### src/rtl/opsram_pkg.sv
package opsram_pkg;

  typedef enum logic [1:0] {
    OP_ARR_RD = 2'b00,
    OP_ARR_WR = 2'b01,
    OP_REG_RD = 2'b10,
    OP_REG_WR = 2'b11
  } op_e;

  typedef enum logic [2:0] {
    PH_IDLE,
    PH_LEAD,
    PH_CMD,
    PH_ADDR,
    PH_DUMMY,
    PH_DATA,
    PH_TAIL
  } phase_e;

  function automatic logic op_write(op_e op);
    return op[0];
  endfunction

  function automatic logic op_reg(op_e op);
    return op[1];
  endfunction

  // Opcode byte: bit 7 marks a write, bit 6 a register access; sent twice.
  function automatic logic [15:0] op_code(op_e op);
    logic [7:0] b;
    b = {op[0], op[1], 6'b000000};
    return {b, b};
  endfunction

endpackage

### src/rtl/opsram_slot_timer.sv
module opsram_slot_timer #(
  parameter int CLK_DIV = 2
) (
  input  logic clk,
  input  logic rst_n,
  input  logic run,
  input  logic sck_en,
  output logic slot_end,
  output logic sck
);
  localparam int HALF  = CLK_DIV / 2;
  localparam int CNT_W = (CLK_DIV > 1) ? $clog2(CLK_DIV) : 1;

  logic [CNT_W-1:0] cnt_q, cnt_d;
  logic             sck_q, sck_d;

  always_comb begin
    cnt_d = cnt_q;
    if (!run)
      cnt_d = '0;
    else if (cnt_q == CNT_W'(CLK_DIV - 1))
      cnt_d = '0;
    else
      cnt_d = cnt_q + 1'b1;
  end

  always_comb begin
    sck_d = sck_q;
    if (run && sck_en && (cnt_q == CNT_W'(HALF - 1)))
      sck_d = ~sck_q;
  end

  always_ff @(posedge clk or negedge rst_n) begin
    if (!rst_n) begin
      cnt_q <= '0;
      sck_q <= 1'b0;
    end else begin
      cnt_q <= cnt_d;
      sck_q <= sck_d;
    end
  end

  assign slot_end = run && (cnt_q == CNT_W'(CLK_DIV - 1));
  assign sck      = sck_q;

  a_r11_sck_mid_slot: assert property (@(posedge clk) disable iff (!rst_n)
    !$stable(sck_q) |-> (cnt_q == CNT_W'(HALF)))
    else $error("memory clock moved outside mid-slot");

endmodule

### src/rtl/opsram_seq.sv
module opsram_seq
  import opsram_pkg::*;
#(
  parameter int RD_DUMMY = 18,
  parameter int WR_DUMMY = 8,
  parameter int PLEN_W   = 2,
  parameter int IDX_W    = 5
) (
  input  logic              clk,
  input  logic              rst_n,
  input  logic              req_valid,
  input  logic              slot_end,
  input  op_e               op_q,
  input  logic [PLEN_W-1:0] plen_q,
  output phase_e            phase,
  output logic [IDX_W-1:0]  idx,
  output logic              done
);
  phase_e           phase_q, phase_d;
  logic [IDX_W-1:0] idx_q, idx_d;
  logic             done_q, done_d;
  int               len;
  logic             last;

  always_comb begin
    case (phase_q)
      PH_CMD:   len = 2;
      PH_ADDR:  len = 4;
      PH_DUMMY: len = op_write(op_q) ? WR_DUMMY : RD_DUMMY;
      PH_DATA:  len = op_reg(op_q) ? 2 : 2 * (int'(plen_q) + 1);
      default:  len = 1;
    endcase
    last = (int'(idx_q) == len - 1);
  end

  always_comb begin
    phase_d = phase_q;
    idx_d   = idx_q;
    done_d  = 1'b0;
    if (phase_q == PH_IDLE) begin
      idx_d = '0;
      if (req_valid) phase_d = PH_LEAD;
    end else if (slot_end) begin
      if (last) begin
        idx_d = '0;
        case (phase_q)
          PH_LEAD:  phase_d = PH_CMD;
          PH_CMD:   phase_d = PH_ADDR;
          PH_ADDR:  phase_d = PH_DUMMY;
          PH_DUMMY: phase_d = PH_DATA;
          PH_DATA: begin
            phase_d = PH_TAIL;
            done_d  = 1'b1;
          end
          default:  phase_d = PH_IDLE;
        endcase
      end else begin
        idx_d = idx_q + 1'b1;
      end
    end
  end

  always_ff @(posedge clk or negedge rst_n) begin
    if (!rst_n) begin
      phase_q <= PH_IDLE;
      idx_q   <= '0;
      done_q  <= 1'b0;
    end else begin
      phase_q <= phase_d;
      idx_q   <= idx_d;
      done_q  <= done_d;
    end
  end

  assign phase = phase_q;
  assign idx   = idx_q;
  assign done  = done_q;

  a_r9_done_single: assert property (@(posedge clk) disable iff (!rst_n)
    done_q |=> !done_q)
    else $error("done pulse longer than one cycle");

endmodule

### src/rtl/opsram_lane.sv
module opsram_lane
  import opsram_pkg::*;
#(
  parameter int MAX_PAIRS = 4,
  parameter int IDX_W     = 5
) (
  input  logic                     clk,
  input  logic                     rst_n,
  input  phase_e                   phase,
  input  logic [IDX_W-1:0]         idx,
  input  op_e                      op_q,
  input  logic [31:0]              addr_q,
  input  logic [16*MAX_PAIRS-1:0]  wdata_q,
  input  logic                     start,
  input  logic                     slot_end,
  input  logic [7:0]               dq_in,
  output logic [7:0]               dq_out,
  output logic                     dq_oe,
  output logic [16*MAX_PAIRS-1:0]  rx
);
  localparam int NBYTES = 2 * MAX_PAIRS;
  localparam int DW     = 8 * NBYTES;

  logic [15:0]   code;
  logic [DW-1:0] rx_q, rx_d;

  always_comb begin
    code   = op_code(op_q);
    dq_out = 8'h00;
    dq_oe  = 1'b0;
    case (phase)
      PH_CMD: begin
        dq_oe  = 1'b1;
        dq_out = (idx == '0) ? code[15:8] : code[7:0];
      end
      PH_ADDR: begin
        dq_oe = 1'b1;
        for (int k = 0; k < 4; k++)
          if (idx == IDX_W'(k)) dq_out = addr_q[8*(3-k) +: 8];
      end
      PH_DUMMY: dq_oe = op_write(op_q);
      PH_DATA: begin
        dq_oe = op_write(op_q);
        if (op_write(op_q))
          for (int k = 0; k < NBYTES; k++)
            if (idx == IDX_W'(k)) dq_out = wdata_q[8*k +: 8];
      end
      default: ;
    endcase
  end

  always_comb begin
    rx_d = rx_q;
    if (start)
      rx_d = '0;
    else if (slot_end && (phase == PH_DATA) && !op_write(op_q))
      for (int k = 0; k < NBYTES; k++)
        if (idx == IDX_W'(k)) rx_d[8*k +: 8] = dq_in;
  end

  always_ff @(posedge clk or negedge rst_n) begin
    if (!rst_n) rx_q <= '0;
    else        rx_q <= rx_d;
  end

  assign rx = rx_q;

  a_r8_rx_hold: assert property (@(posedge clk) disable iff (!rst_n)
    (!start && (phase != PH_DATA)) |=> $stable(rx_q))
    else $error("read data changed outside data phase");

endmodule

### src/rtl/opsram_xact.sv
module opsram_xact
  import opsram_pkg::*;
#(
  parameter int CLK_DIV   = 2,
  parameter int RD_DUMMY  = 18,
  parameter int WR_DUMMY  = 8,
  parameter int MAX_PAIRS = 4
) (
  input  logic                            clk,
  input  logic                            rst_n,
  input  logic                            req_valid,
  output logic                            req_ready,
  input  logic [1:0]                      req_op,
  input  logic [31:0]                     req_addr,
  input  logic [$clog2(MAX_PAIRS)-1:0]    req_plen,
  input  logic [16*MAX_PAIRS-1:0]         req_wdata,
  output logic                            rsp_done,
  output logic [16*MAX_PAIRS-1:0]         rsp_rdata,
  output logic                            busy,
  output logic                            psram_cs_n,
  output logic                            psram_sck,
  output logic [7:0]                      psram_dq_out,
  output logic                            psram_dq_oe,
  input  logic [7:0]                      psram_dq_in
);
  localparam int NBYTES = 2 * MAX_PAIRS;
  localparam int DW     = 8 * NBYTES;
  localparam int PLEN_W = $clog2(MAX_PAIRS);
  localparam int LEN_A  = (RD_DUMMY > WR_DUMMY) ? RD_DUMMY : WR_DUMMY;
  localparam int LEN_B  = (NBYTES > 4) ? NBYTES : 4;
  localparam int MAXLEN = (LEN_A > LEN_B) ? LEN_A : LEN_B;
  localparam int IDX_W  = $clog2(MAXLEN);

  // Reset asserts at once and is released on a clock edge.
  logic [1:0] rst_pipe;
  logic       rst_sync;

  always_ff @(posedge clk or negedge rst_n) begin
    if (!rst_n) rst_pipe <= 2'b00;
    else        rst_pipe <= {rst_pipe[0], 1'b1};
  end
  assign rst_sync = rst_pipe[1];

  phase_e             phase;
  logic [IDX_W-1:0]   idx;
  logic               slot_end;
  logic               accept;
  logic               sck_en;
  op_e                op_q;
  logic [31:0]        addr_q;
  logic [PLEN_W-1:0]  plen_q;
  logic [DW-1:0]      wdata_q;

  assign busy      = (phase != PH_IDLE);
  assign req_ready = !busy;
  assign accept    = req_valid && req_ready;
  assign sck_en    = phase inside {PH_CMD, PH_ADDR, PH_DUMMY, PH_DATA};
  assign psram_cs_n = !(phase inside {PH_LEAD, PH_CMD, PH_ADDR, PH_DUMMY, PH_DATA});

  always_ff @(posedge clk or negedge rst_sync) begin
    if (!rst_sync) begin
      op_q    <= OP_ARR_RD;
      addr_q  <= '0;
      plen_q  <= '0;
      wdata_q <= '0;
    end else if (accept) begin
      op_q    <= op_e'(req_op);
      addr_q  <= req_addr;
      plen_q  <= req_plen;
      wdata_q <= req_wdata;
    end
  end

  opsram_slot_timer #(.CLK_DIV(CLK_DIV)) u_timer (
    .clk      (clk),
    .rst_n    (rst_sync),
    .run      (busy),
    .sck_en   (sck_en),
    .slot_end (slot_end),
    .sck      (psram_sck)
  );

  opsram_seq #(
    .RD_DUMMY (RD_DUMMY),
    .WR_DUMMY (WR_DUMMY),
    .PLEN_W   (PLEN_W),
    .IDX_W    (IDX_W)
  ) u_seq (
    .clk       (clk),
    .rst_n     (rst_sync),
    .req_valid (req_valid),
    .slot_end  (slot_end),
    .op_q      (op_q),
    .plen_q    (plen_q),
    .phase     (phase),
    .idx       (idx),
    .done      (rsp_done)
  );

  opsram_lane #(
    .MAX_PAIRS (MAX_PAIRS),
    .IDX_W     (IDX_W)
  ) u_lane (
    .clk      (clk),
    .rst_n    (rst_sync),
    .phase    (phase),
    .idx      (idx),
    .op_q     (op_q),
    .addr_q   (addr_q),
    .wdata_q  (wdata_q),
    .start    (accept),
    .slot_end (slot_end),
    .dq_in    (psram_dq_in),
    .dq_out   (psram_dq_out),
    .dq_oe    (psram_dq_oe),
    .rx       (rsp_rdata)
  );

  a_r10_cs_rise_with_done: assert property (@(posedge clk) disable iff (!rst_sync)
    $rose(psram_cs_n) |-> rsp_done)
    else $error("chip select rose without done");

  a_r10_accept_busy: assert property (@(posedge clk) disable iff (!rst_sync)
    (req_valid && req_ready) |=> busy)
    else $error("accepted request did not start");

  a_r11_sck_low_deselected: assert property (@(posedge clk) disable iff (!rst_sync)
    psram_cs_n |-> !psram_sck)
    else $error("memory clock high while deselected");

endmodule

### config.mk
export PLATFORM = sky130hd
export DESIGN_NAME = opsram_xact
export DESIGN_NICKNAME = d
export VERILOG_FILES = /design/src/rtl/opsram_pkg.sv /design/src/rtl/opsram_slot_timer.sv /design/src/rtl/opsram_seq.sv /design/src/rtl/opsram_lane.sv /design/src/rtl/opsram_xact.sv
export SDC_FILE = /design/constraint.sdc
export NUM_CORES = 1
export LEC_CHECK = 0
export BUFFER_PORTS_ARGS = -buffer_cell sky130_fd_sc_hd__clkbuf_2
export CORE_UTILIZATION = 50
export CTS_CLUSTER_DIAMETER = 100
export DETAILED_ROUTE_END_ITERATION = 10
export PLACE_DENSITY = 0.84
export SLEW_MARGIN = 20
export SYNTH_ARGS = -nofsm -noshare
export SYNTH_HDL_FRONTEND = slang
export SYNTH_SLANG_ARGS = --single-unit
### constraint.sdc
create_clock -name clk -period 8.3 [get_ports clk]
set_input_delay 1.66 -clock clk [delete_from_list [all_inputs] [get_ports clk]]
set_output_delay 1.66 -clock clk [all_outputs]
set_load 0.05 [all_outputs]
==> qor.yml, run 1 <==
synth:
  synth_edf_count: 0
  yosys_warnings: 0
  synth.distinct_cells: 69
  syn_area_sq_mm: 0.008149
  synth_ff_type: "dfrtp_1"
  avgSynthCellArea_sq_um: 8.896
  synth_nets: 1033
  netlist.area_leader.share_pct: 54.35
  ys_async_sr_fraction_pct: 100.0
  ys_seq_elements: 177
  synth_area_leader_cell: "dfrtp_1"
  ys_seq_area_share_pct: 54.35
  synth_cells: 916
  synth.area.top_cells: "dfrtp_1, nand2_1, o21ai_0, mux2_2, clkbuf_1"
finish:
  final_area_sq_mm: 0.009794
  nFillCells: 1365
  drive_above_1_share_pct: 25.32
  layout_common_cells: "nand2_1, clkbuf_2, dfrtp_1"
  num_antenna_cells: 0
  ff_latch_area_sq_mm: 0.004433
  multi_input_area_sq_mm: 0.003478
  area_growth_pct: 20.19
  final_nets: 1186
  layout_commonest_cell: "nand2_1"
  fin_cells: 1298
sta:
  setup_tns_ps: 0
  rsz0062_at_grt: "no"
  finalSetupViolations: 0
  skew_ps: 7.247
  timing.fmax_mhz: 206.9
  hold_viol: 0
  worst_pin_slew_ps: 1085
  min_period_over_period_pct: 58.24
  fin_ws_ps: 3466
  maxSlewViolCount: 0
  period_needed_ps: 4834
  slew_headroom_pct: 27.66
pwr:
  p_leak_nw: 5.035
  p_per_area_mw_per_mm2: 431.4
  power_mw: 4.225
  vdd_ir_drop_max_mv: 0.2147
clock_network:
  cts-buffers-inserted: 17
  hold_buffers: 0
  post_cts_buffers: 0
  htree_levels: 4
  clockBufferDepth: 2
  cts_resized: 0
  clk_pin_slew_ps: 70
  cts_tree: "done"
  clock_latency_ps: 420
  cts_sinks: 177
  root_buffer: "clkbuf_16"
global_routing:
  grt_max_degree: 116
  grt_overflow: 0
  met3_usage_pct: 5.161
  met1_usage_pct: 36.89
  grt_use_met2_pct: 42.31
  grt_use_total_pct: 27.00
  busiest_layer: "met2"
  grt_antenna_before_repair: 0
  grt_pass1_wl_mm: 34.54
  first_global_vias: 6624
placed_design:
  io_buffers: 188
  placed_cell_area_sq_mm: 0.009158
  placed_cells: 1266
  gp_congestion: 0.8966
  place_hpwl_mm: 15.66
  preCtsSetupSlack_ps: 3906
min_path:
  hp-class: "reg2async"
floorplan:
  core_area_sq_mm: 0.01589
  start_util_pct: 51.30
  die_h_um: 129.7
  die_area_sq_mm: 0.01681
  std_cell_rows: 46
  io_pins: 189
  die_w_um: 129.7
setup_path:
  r2r-start: "u_seq.phase[0]"
  worstPathArrival_ps: 3170
  worstPathRequired_ps: 6640
  cp-end-kind: "output port"
  cp_max_fo: 17
  critPathLaunchType: "register"
  r2r-end: "u_lane.rx[13]"
  r2r_cells: 6
  crit_start: "u_seq.idx[0]"
  rrSetupSlack_ps: 5220
  critPathKind: "reg2out"
status:
  status: "complete, no violations"
drt:
  dr_total_vias: 6971
  viasPerCell: 5.371
  ant_nets: 0
  drc: 0
  firstDrtPassIters: 5
  wirelength_mm: 21.95
  drt_iter0_markers: 452
  routedWlPerCell_um: 16.91
run:
  max-cap-violations: 0
## per-stage QoR
stage / util (%) / hold slack (ps)
floorplan: - / 331.2
global placement: 57.65 / 250.3
detailed placement: 57.65 / 256.2
CTS: 61.48 / 263.5
global route: 61.66 / 287.0
finish: 61.66 / 248.0
## area by class of cell
class / instances / share of cell area (%)
sequential: 177 / 45.26
multi-input combinational: 673 / 35.51
timing repair buffer: 193 / 9.990
clock buffer: 18 / 4.382
tap: 216 / 2.759
clock inverter: 14 / 1.827
inverter: 7 / 0.2683
## metal layers
metal | routed length (um) | share of wire, %
met5 | 0 | 0
met1 | 9926 | 45
met3 | 1117 | 5.1
met2 | 10200 | 46
met4 | 706 | 3.2
## worst max-delay path by stage
stage,end,slack (ps),cells after the start
finish,psram_dq_out[7],3470,9
global route,psram_dq_out[6],3260,9
CTS,psram_dq_out[1],3460,6
detailed placement,psram_dq_out[1],3910,6
global placement,psram_dq_out[7],4020,9
floorplan,addr_q[0],3000,0
## cells in the mapped netlist (all sizes together), types with 2 or more instances
cell type,count
or4b,2
nor3,8
a22o,2
o21ai,68
a211o,4
and2b,2
a21o,2
nand2b,7
a31oi,3
nand3b,5
nand3,12
xnor2,4
o211ai,7
buf,24
o21a,2
or2,2
nand2,385
o22ai,3
nor3b,2
a31o,4
or3,2
clkbuf,35
and3b,2
mux2,24
nand4,2
nor2b,4
and3,8
a21oi,25
and2,11
o221ai,5
a22oi,13
nor4,3
dfrtp,177
ha,6
a221oi,6
nor2,21
inv,7
## critical path, cell delays in order (launching register included)
cell and delay [ps]:
dfrtp_1 460, inv_1 130, ha_1 570, nor2b_1 430
a221oi_1 130, nor3_1 160, a211o_1 150, a221oi_1 80
o21ai_0 290, clkbuf_2 340
## kinds of logic (layout without fill, tap and decap cells)
logic type	count (synthesis)	in the layout	synth area share, %
compound gates	155	155	12.19
xor+xnor	5	5	0.5374
fa+ha+maj	6	6	0.9212
buf+inv	66	232	3.516
flops	177	177	54.35
mux	24	24	3.316
other cells	1	1	0.04602
simple gates	482	482	25.12
## power by group
group          switching [mW]  leakage [nW]  internal [mW]
Combinational            1.28          2.55          0.536
Clock                   0.346         0.287          0.479
Sequential              0.323          2.20           1.26
## state kept, by name, summed over array words and instances, names as in the netlist
signal,flops
u_seq.phase,3
u_seq.done,1
addr_q,32
op_q,2
wdata_q,64
u_timer.sck,1
plen_q,2
u_lane.rx,64
rst_pipe,2
u_seq.idx,5
u_timer.cnt_q,1
(Power assumes the default switching activity.)
==> run 2, diff against run 1 <==
--- a/config.mk
+++ b/config.mk
@@ -5,11 +5,12 @@
 export SDC_FILE = /design/constraint.sdc
 export NUM_CORES = 1
 export LEC_CHECK = 0
+export ABC_AREA = 1
 export BUFFER_PORTS_ARGS = -buffer_cell sky130_fd_sc_hd__clkbuf_2
-export CORE_UTILIZATION = 50
+export CORE_UTILIZATION = 49
 export CTS_CLUSTER_DIAMETER = 100
 export DETAILED_ROUTE_END_ITERATION = 10
-export PLACE_DENSITY = 0.84
+export PLACE_DENSITY = 0.86
 export SLEW_MARGIN = 20
 export SYNTH_ARGS = -nofsm -noshare
 export SYNTH_HDL_FRONTEND = slang
==> constraint.sdc (replaced) <==
create_clock -name clk -period 4.32 [get_ports clk]
set_input_delay 0.864 -clock clk [delete_from_list [all_inputs] [get_ports clk]]
set_output_delay 0.864 -clock clk [all_outputs]
set_load 0.05 [all_outputs]
==> run 2 against run 1 <==
Effect of this change: via count down 7.4%; worst setup slack worse by 3100 ps; critical path depth up 4; final area down 0.72%; worst hold slack worse by 49 ps; sequential power up 94%; flip-flop and latch count unchanged; final cell count down 7.2%; clock skew down 0.64 ps; non-clock buffer count up 1; area after synthesis down 2.4%; critical endpoint is now psram_dq_out[5].
==> qor.yml, run 2 <==
placed_design:
  placed_cells: 1169
  gp_congestion: 0.8811
  place_hpwl_mm: 14.92
  io_buffers: 188
  placed_cell_area_sq_mm: 0.009061
global_routing:
  grt_overflow: 0
  grt_max_degree: 99
  first_global_vias: 6322
  grt_antenna_before_repair: 1
  grt_pass1_wl_mm: 32.86
  grt_use_total_pct: 26.28
synth:
  netlist.area_leader.share_pct: 55.68
  avgSynthCellArea_sq_um: 10.06
  synth_edf_count: 0
  ys_async_sr_fraction_pct: 100.0
  yosys_warnings: 0
  synth_most_common_cell: "dfrtp_1"
  syn_area_sq_mm: 0.007955
  ys_seq_elements: 177
  synth_area_leader_cell: "dfrtp_1"
  synth.distinct_cells: 35
  ys_seq_area_share_pct: 55.68
  synth_nets: 908
  synth_common_cells: "dfrtp_1, nand2_1, mux2_1, nor2_1, a21oi_1"
  synth_ff_type: "dfrtp_1"
  synth.area.top_cells: "dfrtp_1, mux2_1, nand2_1, a21oi_1, nor2_1"
  synth_cells: 791
drt:
  ant_nets: 0
  drt_iter0_markers: 528
  wirelength_mm: 20.86
  firstDrtPassIters: 5
  viasPerCell: 5.364
  routedWlPerCell_um: 17.33
  drc: 0
  dr_total_vias: 6458
setup_path:
  worstPathArrival_ps: 3130
  cp-end-kind: "output port"
  max_stage_delay_ps: 630
  cp_cell_sequence: "inv_1 -> ha_1 -> nand2_1 -> nor2_2 -> nand2_1 -> a31oi_1 -> a21oi_1 -> nand3_1 -> nand3_1 -> nand2_1 -> nand2_1 -> nand2_1 -> clkbuf_2"
  critPathKind: "reg2out"
  worstPathRequired_ps: 3460
  crit_slowest_cell: "nor2_2"
  path_common_cell: "nand2_1"
  critPathLaunchType: "register"
  cp_max_fo: 19
clock_network:
  cts-buffers-inserted: 17
  root_buffer: "clkbuf_16"
  htree_levels: 4
  cts_sinks: 177
  cts_tree: "done"
  clk_pin_slew_ps: 70
  clockBufferDepth: 2
  hold_buffers: 0
  post_cts_buffers: 0
  clock_latency_ps: 440
sta:
  hold_viol: 0
  period_needed_ps: 3991
  setup_tns_ps: 0
  worst_pin_slew_ps: 1012
  maxSlewViolCount: 0
  timing.fmax_mhz: 250.5
  slew_headroom_pct: 32.54
  skew_ps: 6.608
  rsz0062_at_grt: "no"
  min_period_over_period_pct: 92.39
  finalSetupViolations: 0
finish:
  layout_commonest_cell: "clkbuf_2"
  area_growth_pct: 22.24
  fin_cells: 1204
  final_util_pct: 61.22
  final_nets: 1090
  drive_above_1_share_pct: 26.47
  final_area_sq_mm: 0.009724
  layout_common_cells: "clkbuf_2, dfrtp_1, nand2_1"
floorplan:
  core_area_sq_mm: 0.01589
  io_pins: 189
  die_h_um: 129.4
  die_w_um: 129.4
  start_util_pct: 50.08
  std_cell_rows: 46
  die_area_sq_mm: 0.01675
min_path:
  hp-class: "in2async"
pwr:
  vdd_ir_drop_max_mv: 0.3794
  p_per_area_mw_per_mm2: 901.5
  p_leak_nw: 4.796
status:
  status: "complete, no violations"
run:
  max-cap-violations: 0
==> run 2: power by group <==
group	internal, mW	leakage, nW	switching, mW
Sequential	2.49	2.06	0.568
Clock	0.986	0.293	0.656
Combinational	1.19	2.45	2.88
Total	4.67	4.80	4.10
==> run 2: repair_timing <==
item	CTS	global route
resized for setup	0	1
hold endpoints to repair	0	0
setup endpoints to repair	0	3
==> run 2: worst paths after layout <==
kind / startpoint / slack [ps] / depth (start not counted) / end
setup / recovery: u_seq.idx[1] / 330 / 13 / psram_dq_out[5]
hold / removal: rst_n / 200 / 1 / rst_pipe[1]
setup reg to reg: u_seq.phase[2] / 1690 / 18 / u_seq.phase[2]
hold reg to reg: rst_pipe[0] / 350 / 0 / rst_pipe[1]
max in group asynchronous: rst_pipe[1] / 2720 / 1 / u_seq.idx[3]
min in group clk: rst_pipe[0] / 350 / 0 / rst_pipe[1]
==> run 2: metal layers <==
metal,routed length [um],track usage (%)
met5,0,0
met4,923,13.95
met3,1285,5.615
met2,10240,42.63
met1,8417,33.21
==> run 2: cell families after synthesis <==
group                    Yosys count  share of synthesized area, %
AO/OA/AOI/OAI                    131                         9.138
XOR/XNOR                           6                        0.6606
adder cells (fa/ha/maj)            6                        0.9437
buffers and inverters             78                         4.278
flip-flops                       177                         55.68
multiplexers                      97                         13.73
other                              1                       0.04714
AND/OR/NAND/NOR                  295                         15.52
==> run 2: critical path: cells and delay by family, from the launching register on <==
kind	cells	cell delay (ps)
AND/OR/NAND/NOR	8	1350
adder cells (fa/ha/maj)	1	160
AO/OA/AOI/OAI	2	270
flip-flops	1	450
buffers and inverters	2	430
==> run 2: stage by stage <==
stage	setup slack, ps	hold WS, ps	total power [mW]
final	328.7	199.2	8.766
after detailed placement	823.0	341.1	7.061
after global placement	933.8	336.6	6.918
after floorplan	1396	331.1	6.014
after global routing	142.2	187.0	9.260
after CTS	278.7	186.4	8.731
==> run 2: layout make-up <==
class	count	area [sq um]
repair buffers	194	1018
flip-flops and latches	177	4433
multi-input cells	536	3193
fillers	1309	6161
inverters	47	176.4
clock buffers	20	446.7
well taps	216	270.3
clock inverters	12	181.4
diodes	2	5.005
